===== config.mk =====
export PLATFORM = sky130hd
export DESIGN_NAME = tape_fsk_decoder
export DESIGN_NICKNAME = d
export VERILOG_FILES = /design/src/rtl/tape_fsk_pkg.sv /design/src/rtl/tape_fsk_datapath.sv /design/src/rtl/tape_fsk_control.sv /design/src/rtl/tape_fsk_decoder.sv
export SDC_FILE = /design/constraint.sdc
export NUM_CORES = 1
export LEC_CHECK = 0
export BUFFER_PORTS_ARGS = -buffer_cell sky130_fd_sc_hd__buf_2
export CAP_MARGIN = 25
export CORE_MARGIN = 2
export CORE_UTILIZATION = 60
export CTS_CLUSTER_SIZE = 14
export DETAILED_ROUTE_END_ITERATION = 12
export GPL_ROUTABILITY_DRIVEN = 0
export PLACE_DENSITY = 0.78
export SLEW_MARGIN = 5
export SYNTH_ARGS = -nofsm -noshare
export SYNTH_HDL_FRONTEND = slang
export SYNTH_SLANG_ARGS = --single-unit

===== constraint.sdc =====
create_clock -name clk -period 2.82 [get_ports clk]
set_input_delay 0.564 -clock clk [delete_from_list [all_inputs] [get_ports clk]]
set_output_delay 0.564 -clock clk [all_outputs]
set_load 0.02 [all_outputs]

===== src/rtl/tape_fsk_pkg.sv =====
package tape_fsk_pkg;

  typedef enum logic [1:0] {
    ST_SEEK = 2'd0,
    ST_SYNC = 2'd1,
    ST_DATA = 2'd2
  } dec_state_e;

  // strobes from control to datapath
  typedef struct packed {
    logic restart;
    logic shiftEn;
    logic bitVal;
  } dp_ctrl_t;

endpackage


===== src/rtl/tape_fsk_datapath.sv =====
module tape_fsk_datapath
  import tape_fsk_pkg::*;
#(
  parameter int CNT_W       = 12,
  parameter int TIMEOUT     = 2000,
  parameter int BYTE_W      = 8,
  parameter int SYNC_STAGES = 2
) (
  input  logic              clk,
  input  logic              rstN,
  input  logic              tapeIn,
  input  dp_ctrl_t          ctrl,
  output logic              cycleStrobe,
  output logic [CNT_W-1:0]  period,
  output logic              timeoutHit,
  output logic              byteValid,
  output logic [BYTE_W-1:0] byteData
);

  localparam int BIT_CNT_W = $clog2(BYTE_W);
  localparam int IDLE_W    = $clog2(TIMEOUT + 1);
  localparam logic [CNT_W-1:0]     CNT_MAX    = '1;
  localparam logic [IDLE_W-1:0]    IDLE_LIMIT = IDLE_W'(TIMEOUT);
  localparam logic [IDLE_W-1:0]    IDLE_LAST  = IDLE_W'(TIMEOUT - 1);
  localparam logic [BIT_CNT_W-1:0] BIT_LAST   = BIT_CNT_W'(BYTE_W - 1);

  // synchroniser stages plus one stage that remembers the previous level
  logic [SYNC_STAGES:0] syncPipe;
  logic syncLvl, prevLvl, riseDet, anyEdge;

  always_ff @(posedge clk or negedge rstN) begin
    if (!rstN) syncPipe <= '0;
    else       syncPipe <= {syncPipe[SYNC_STAGES-1:0], tapeIn};
  end

  assign syncLvl = syncPipe[SYNC_STAGES-1];
  assign prevLvl = syncPipe[SYNC_STAGES];
  assign riseDet = syncLvl & ~prevLvl;
  assign anyEdge = syncLvl ^ prevLvl;

  // full-cycle period counter, restarted at each rising edge
  logic [CNT_W-1:0] periodCnt;
  logic             havePrev;

  always_ff @(posedge clk or negedge rstN) begin
    if (!rstN) begin
      periodCnt <= '0;
      havePrev  <= 1'b0;
    end else begin
      if (riseDet)                periodCnt <= '0;
      else if (periodCnt != CNT_MAX) periodCnt <= periodCnt + 1'b1;
      if (ctrl.restart)  havePrev <= 1'b0;
      else if (riseDet)  havePrev <= 1'b1;
    end
  end

  assign period      = (periodCnt == CNT_MAX) ? CNT_MAX : periodCnt + 1'b1;
  assign cycleStrobe = riseDet & havePrev;

  // silence detector on both edges
  logic [IDLE_W-1:0] idleCnt;

  always_ff @(posedge clk or negedge rstN) begin
    if (!rstN)                     idleCnt <= '0;
    else if (anyEdge)              idleCnt <= '0;
    else if (idleCnt != IDLE_LIMIT) idleCnt <= idleCnt + 1'b1;
  end

  assign timeoutHit = !anyEdge && (idleCnt == IDLE_LAST);

  // byte assembly, first bit lands in the MSB
  logic [BIT_CNT_W-1:0] bitCnt;
  logic [BYTE_W-1:0]    shiftReg;
  logic [BYTE_W-1:0]    shiftNext;

  assign shiftNext = {shiftReg[BYTE_W-2:0], ctrl.bitVal};

  always_ff @(posedge clk or negedge rstN) begin
    if (!rstN) begin
      bitCnt    <= '0;
      shiftReg  <= '0;
      byteValid <= 1'b0;
      byteData  <= '0;
    end else begin
      byteValid <= 1'b0;
      if (ctrl.restart) begin
        bitCnt <= '0;
      end else if (ctrl.shiftEn) begin
        shiftReg <= shiftNext;
        if (bitCnt == BIT_LAST) begin
          bitCnt    <= '0;
          byteValid <= 1'b1;
          byteData  <= shiftNext;
        end else begin
          bitCnt <= bitCnt + 1'b1;
        end
      end
    end
  end

endmodule


===== src/rtl/tape_fsk_control.sv =====
module tape_fsk_control
  import tape_fsk_pkg::*;
#(
  parameter int CNT_W      = 12,
  parameter int LEADER_MIN = 1100,
  parameter int LEADER_MAX = 1500,
  parameter int BIT_THRESH = 750,
  parameter int LOCK_COUNT = 64
) (
  input  logic             clk,
  input  logic             rstN,
  input  logic             enable,
  input  logic             cycleStrobe,
  input  logic [CNT_W-1:0] period,
  input  logic             timeoutHit,
  output dp_ctrl_t         ctrl,
  output logic             recordActive
);

  localparam int RUN_W = $clog2(LOCK_COUNT + 1);
  localparam logic [CNT_W-1:0] BAND_LO  = CNT_W'(LEADER_MIN);
  localparam logic [CNT_W-1:0] BAND_HI  = CNT_W'(LEADER_MAX);
  localparam logic [CNT_W-1:0] ONE_MIN  = CNT_W'(BIT_THRESH);
  localparam logic [RUN_W-1:0] RUN_LAST = RUN_W'(LOCK_COUNT - 1);

  dec_state_e       state;
  logic [RUN_W-1:0] runCnt;
  logic             inBand, isShort, restart;

  assign inBand  = (period >= BAND_LO) && (period <= BAND_HI);
  assign isShort = (period < BAND_LO);
  assign restart = !enable || timeoutHit;

  assign ctrl.restart = restart;
  assign ctrl.shiftEn = (state == ST_DATA) && cycleStrobe && !restart;
  assign ctrl.bitVal  = (period >= ONE_MIN);
  assign recordActive = (state == ST_DATA);

  always_ff @(posedge clk or negedge rstN) begin
    if (!rstN) begin
      state  <= ST_SEEK;
      runCnt <= '0;
    end else if (restart) begin
      state  <= ST_SEEK;
      runCnt <= '0;
    end else if (cycleStrobe) begin
      unique case (state)
        ST_SEEK: begin
          if (!inBand) begin
            runCnt <= '0;
          end else if (runCnt == RUN_LAST) begin
            runCnt <= '0;
            state  <= ST_SYNC;
          end else begin
            runCnt <= runCnt + 1'b1;
          end
        end
        ST_SYNC: begin
          if (isShort)      state <= ST_DATA;
          else if (!inBand) state <= ST_SEEK;
        end
        ST_DATA: state <= ST_DATA;
        default: state <= ST_SEEK;
      endcase
    end
  end

endmodule


===== src/rtl/tape_fsk_decoder.sv =====
module tape_fsk_decoder
  import tape_fsk_pkg::*;
#(
  parameter int CNT_W      = 12,
  parameter int LEADER_MIN = 1100,
  parameter int LEADER_MAX = 1500,
  parameter int BIT_THRESH = 750,
  parameter int LOCK_COUNT = 64,
  parameter int TIMEOUT    = 2000,
  parameter int BYTE_W     = 8
) (
  input  logic              clk,
  input  logic              rstN,
  input  logic              enable,
  input  logic              tapeIn,
  output logic              byteValid,
  output logic [BYTE_W-1:0] byteData,
  output logic              recordActive
);

  dp_ctrl_t         ctrl;
  logic             cycleStrobe;
  logic             timeoutHit;
  logic [CNT_W-1:0] period;

  tape_fsk_datapath #(
    .CNT_W(CNT_W), .TIMEOUT(TIMEOUT), .BYTE_W(BYTE_W), .SYNC_STAGES(2)
  ) dp (
    .clk(clk), .rstN(rstN), .tapeIn(tapeIn), .ctrl(ctrl),
    .cycleStrobe(cycleStrobe), .period(period), .timeoutHit(timeoutHit),
    .byteValid(byteValid), .byteData(byteData)
  );

  tape_fsk_control #(
    .CNT_W(CNT_W), .LEADER_MIN(LEADER_MIN), .LEADER_MAX(LEADER_MAX),
    .BIT_THRESH(BIT_THRESH), .LOCK_COUNT(LOCK_COUNT)
  ) ctl (
    .clk(clk), .rstN(rstN), .enable(enable), .cycleStrobe(cycleStrobe),
    .period(period), .timeoutHit(timeoutHit), .ctrl(ctrl),
    .recordActive(recordActive)
  );

endmodule


==> results_dict.tcl, run 1 <==
set metrics [dict create \
    status "finished clean" \
    dieArea_mm2 0.00548 \
    critPathKind "flip-flop to flip-flop" \
    slew_headroom_pct 53.8 \
    drive_above_1_share_pct 20.7 \
    nets 315 \
    cts_setup_buffers 0 \
    vias_per_cell 5.77 \
    ir_worst_vdd_mv 0.384 \
    drc 0 \
    synth_area_leaders "dfrtp_1 (47%), mux2_2 (5.4%), a21oi_1 (3.9%)" \
    syn2layout_area_growth_pct 7.44 \
    cp_slowest_stage_delay_ns 0.66 \
    worst_ep_required_time_ns 3.07 \
    grt_max_degree 33 \
    report.final.slew_viol_count 0 \
    clock_latency_ns 0.31 \
    clkTransAtPathRegs_ns 0.10 \
    synth_top_area_share_pct 46.7 \
    grt_pass1_vias 2087 \
    clock_sinks 55 \
    yosysUniqueCellTypes 52 \
    antenna_found_initial 0 \
    nFillCells 351 \
    synth_edf_count 0 \
    dp_slack_ns 0.124 \
    worstSetupStartpoint "dp.periodCnt[1]" \
    tightest_slew_ns 0.693 \
    die_y_um 74.1 \
    cp_max_fo 12 \
    ys_warn_count 0 \
    grt_pass1_wl_um 9380 \
    max_freq_mhz 384 \
    syn_inst 288 \
    synth_nets 299 \
    fin_crit_sh_pct 92.4 \
    initial_core_util_pct 62.3 \
    ant_nets 0 \
    cts_buffers 5 \
    crit_top_cell "o21ai_0" \
    htree_levels 2 \
    num_io_pins 14 \
    hold_buffers 0 \
    rsz0062_at_grt "false" \
    hold_viol 0 \
    die_w_um 74.1 \
    powerDensity_mw_per_mm2 475 \
    wirelength_um 5490 \
    final_cell_mix "dfrtp_1 (55), nor2_1 (28), a21oi_1 (23)" \
    wl_per_cell_um 14.8 \
    core_mm2 0.00472 \
    critPathLaunchType "flip-flop" \
    avgSynthCellArea_um2 10.2 \
    leakagePower_nw 1.38 \
    path_cells "ha_2, inv_1, or4b_2, a21boi_0, o21ai_0, o21ai_0, a211oi_1, a21oi_1" \
    synthArstFlopShare_pct 100 \
    critPathArrivalTime_ns 2.85 \
    fp-row-count 25 \
    clockRootBuffer "clkbuf_8" \
    synth_top_area_cell "dfrtp_1" \
    seq_area_frac_synth_pct 46.7 \
    final_core_util_pct 67.0 \
    dr.pass1.iters 4 \
    hold_path.class "input pin to async pin" \
    grt-ovfl-total 0 \
    setup_tns_ns 0 \
    tritoncts "built" \
    synth_area_mm2 0.00294 \
    max_cap_viol_count 0 \
    end_kind "flip-flop" \
    hpwl_um 4010 \
    cts_buffer_depth 2 \
    grt_usage_pct 22.0 \
    layout_min_cycle_time_ns 2.61 \
    final_common_cell "dfrtp_1" \
    skew_ns 0.00507 \
    antennaDiodeCount 0 \
    synth-main-ff-cell "dfrtp_1" \
    fin_ws_ns 0.214 \
    holdWs_ns 0.284 \
    dr_total_vias 2145 \
    cts.repair.resized 0 \
    drt_iter0_markers 83 \
    port_buffers 13 \
    critPathSlowestCell "or4b_2" \
    finalSetupViolCount 0 \
    synth_seq_cells 55 \
    r2r-start "dp.periodCnt[1]" \
]
-- state kept, by name, summed over array words and instances, names as in the netlist --
name / flops
dp.periodCnt: 12
dp.shiftReg: 7
dp.havePrev: 1
dp.syncPipe: 3
dp.idleCnt: 11
ctl.state: 2
dp.bitCnt: 3
dp.byteValid: 1
dp.byteData: 8
ctl.runCnt: 7
-- through the flow --
step | area [um2] | power [mW] | instances
after global placement | 3060 | 1.04 | 364
final | 3160 | 1.50 | 372
after floorplan | 2940 | 1.02 | 288
after CTS | 3160 | 1.51 | 372
after global routing | 3160 | 1.57 | 372
after detailed placement | 3060 | 1.05 | 364
-- worst max-delay path, delay by kind of cell (launching register included) --
kind / cells / cell delay (ns)
compound gates: 5 / 0.80
fa+ha+maj: 1 / 0.40
buf+inv: 1 / 0.13
flops: 1 / 0.54
simple gates: 1 / 0.66
-- synth_stat cells, types with 2 or more instances --
cell,n
mux2_2,14
buf_2,3
xnor2_1,7
nand2b_1,3
mux2i_1,7
xor2_1,9
dfrtp_1,55
buf_6,3
nand2_1,18
nand3b_1,4
nor3_1,10
nor2_1,28
nor2b_1,3
or3_1,7
buf_4,4
nor3b_1,2
clkbuf_1,3
o21ai_0,7
a21bo_2,2
and3_1,4
a31oi_1,6
nand3_1,16
inv_1,12
ha_1,7
a211oi_1,2
a21oi_1,23
nand2_2,2
nand4_1,2
o21ai_1,2
-- per-layer routing --
metal / routed length, um / GRT usage (%)
met1: 2570 / 29.4
met2: 2670 / 35.9
met3: 164 / 3.93
met4: 83 / 8.89
met5: 0 / 0
-- power by group --
part | switching, mW | internal (mW) | leakage, nW
registers | 0.0548 | 0.818 | 0.754
logic | 0.0985 | 0.0698 | 0.584
clock network | 0.277 | 0.185 | 0.0467
total | 0.430 | 1.07 | 1.38
-- cell families (layout without fill, tap and decap cells) --
logic type	Yosys count	count (layout)	share of synthesized area, %
xor+xnor	16	16	4.76
simple gates	109	109	19.8
buf+inv	26	43	5.06
mux	21	21	7.73
flops	55	55	46.7
fa+ha+maj	7	7	2.97
compound gates	54	54	12.9
-- cell type report --
class	instances	area [um2]	area share [%]
clock buffer	5	68.8	2.18
inverter	12	45.0	1.42
tap	67	83.8	2.65
multi-input combinational	207	1420	44.9
clock inverter	3	27.5	0.870
timing repair buffer	23	140	4.43
sequential	55	1380	43.5
-- path summary, 6_finish.rpt --
check	endpoint	slack [ns]	cells past startpoint
worst max-delay path	dp.shiftReg[0]	0.21	8
min in group clk	dp.syncPipe[0]	0.35	1
worst max register to register	dp.shiftReg[0]	0.21	8
worst min-delay path	dp.idleCnt[0]	0.28	1
worst min register to register	dp.syncPipe[1]	0.36	0
max in group asynchronous	dp.periodCnt[2]	1.88	2
Power figures use the tool's default switching activity.
==> run 2: changes to the inputs <==
CORE_MARGIN = default   (was 2)
==> run 2 against run 1 <==
The flow now finishes with violations (design-rule violations). Flip-flop and latch count did not move. Die area fell by 5.3%. Maximum frequency fell by 2.4%. Worst hold slack got worse by 0.11 ns. Largest power group unchanged.
==> results_dict.tcl, run 2 (synthesized netlist as in run 1, its figures left out) <==
set metrics [dict create \
    final_cell_mix "dfrtp_1 (55), nor2_1 (28), a21oi_1 (23)" \
    tightest_slew_ns 0.515 \
    num_io_pins 14 \
    grt_pass1_vias 2115 \
    path_cells "and4_4, nor4b_1, mux2i_1, nand3b_1, a211o_1, or3_1, mux2i_1" \
    critPathKind "flip-flop to flip-flop" \
    wirelength_um 5630 \
    max_cap_viol_count 0 \
    htree_levels 2 \
    port_buffers 13 \
    antennaDiodeCount 0 \
    die_w_um 72.1 \
    final_common_cell "dfrtp_1" \
    fp-row-count 25 \
    hold_viol 0 \
    fin_cells 371 \
    cts_buffers 5 \
    skew_ns 0.0151 \
    hpwl_um 4040 \
    path_buf_inv 0 \
    finalSetupViolCount 0 \
    dr_total_vias 2152 \
    ir_worst_vdd_mv 0.312 \
    ant_nets 0 \
    drive_above_1_share_pct 20.1 \
    dr.pass1.iters 8 \
    cts.repair.resized 0 \
    hold_buffers 0 \
    status "finished with violations" \
    cp_max_fo 9 \
    report.final.slew_viol_count 0 \
    violations "design-rule violations" \
    critPathSlowestCell "dfrtp_1" \
    wl_per_cell_um 15.2 \
    hold_path.class "input pin to async pin" \
    leakagePower_nw 1.38 \
    end_kind "flip-flop" \
    layout_min_cycle_time_ns 2.67 \
    top_register "dp.periodCnt" \
    wl_met3_um 209 \
    critPathLaunchType "flip-flop" \
    worst_ep_required_time_ns 3.06 \
    crit_top_cell "mux2i_1" \
    drt_iter0_markers 93 \
    dp.cells 363 \
    cp_slowest_stage_delay_ns 0.57 \
    largest_reg_flops 12 \
    slew_headroom_pct 65.4 \
    core_mm2 0.00472 \
    clkTransAtPathRegs_ns 0.10 \
    grt-ovfl-total 0 \
    max_freq_mhz 374 \
    vias_per_cell 5.80 \
    tritoncts "built" \
    clockRootBuffer "clkbuf_8" \
    critPathArrivalTime_ns 2.91 \
    wl_met1_um 2500 \
    die_y_um 72.1 \
    grt_max_degree 37 \
    syn2layout_area_growth_pct 7.27 \
    rsz0062_at_grt "false" \
    drc 2 \
    top_layer "met4" \
    cts_setup_buffers 0 \
    powerDensity_mw_per_mm2 470 \
    dieArea_mm2 0.00519 \
    dr_wl_met2_um 2820 \
    grt_pass1_wl_um 9320 \
    top_regs "dp.periodCnt (12), dp.idleCnt (11), dp.byteData (8)" \
    nets 314 \
    antenna_found_initial 0 \
    clock_sinks 55 \
    fin_crit_sh_pct 94.7 \
    crit_family "simple AND/OR/NAND/NOR gates" \
    cts_buffer_depth 2 \
    p_total_mw 1.48 \
    grt_usage_pct 23.4 \
    setup_tns_ns 0 \
    clock_latency_ns 0.32 \
    initial_core_util_pct 62.3 \
]
## run 2: changes by cell type in the layout (fill, tap and decap cells not counted), sizes merged
cell    before  now
clkbuf       5    6
inv         14   13
buf         23   22
## run 2: worst paths after layout
kind | startpoint | to | slack, ns | depth (start not counted)
max in group asynchronous | rstN | dp.idleCnt[8] | 1.83 | 2
min reg2reg | dp.syncPipe[0] | dp.syncPipe[1] | 0.36 | 0
max | dp.periodCnt[8] | ctl.runCnt[5] | 0.15 | 7
max reg2reg | dp.periodCnt[8] | ctl.runCnt[5] | 0.15 | 7
min in group clk | tapeIn | dp.syncPipe[0] | 0.36 | 1
min | rstN | dp.periodCnt[6] | 0.17 | 1
## run 2: area by class of cell
type,instances,area [um2]
tap,67,83.8
timing repair buffer,22,133
fill,376,1570
multi-input combinational,207,1430
clock inverter,2,16.3
clock buffer,6,72.6
sequential,55,1380
inverter,12,45.0
## run 2: per-layer routing
metal	GRT usage (%)	up-vias
met5	0	-
met4	9.37	0
met3	5.83	11
met2	40.3	50
met1	28.2	1039
li1	-	1052
## run 2: where the power goes
group / internal (mW) / switching [mW]
sequential: 0.817 / 0.0566
combinational: 0.0754 / 0.0982
clock: 0.179 / 0.257
## run 2: through the flow
| stage | setup WS [ns] | utilization (%) | cell area [um2] | hold slack, ns |
|---|---|---|---|---|
| CTS | 0.0873 | 66.6 | 3150 | 0.199 |
| floorplan | 0.546 | - | 2940 | 0.268 |
| detailed placement | 0.127 | 64.7 | 3060 | 0.340 |
| global route | 0.0269 | 66.9 | 3160 | 0.195 |
| global placement | 0.258 | 64.7 | 3060 | 0.333 |
| finish | 0.149 | 66.9 | 3160 | 0.174 |
## run 2: worst register-to-register path, stage by stage, from the launching register on
cell and delay [ns]:
dfrtp_1 0.57, and4_4 0.31, nor4b_1 0.29, mux2i_1 0.38, nand3b_1 0.22, a211o_1 0.36, or3_1 0.36, mux2i_1 0.12
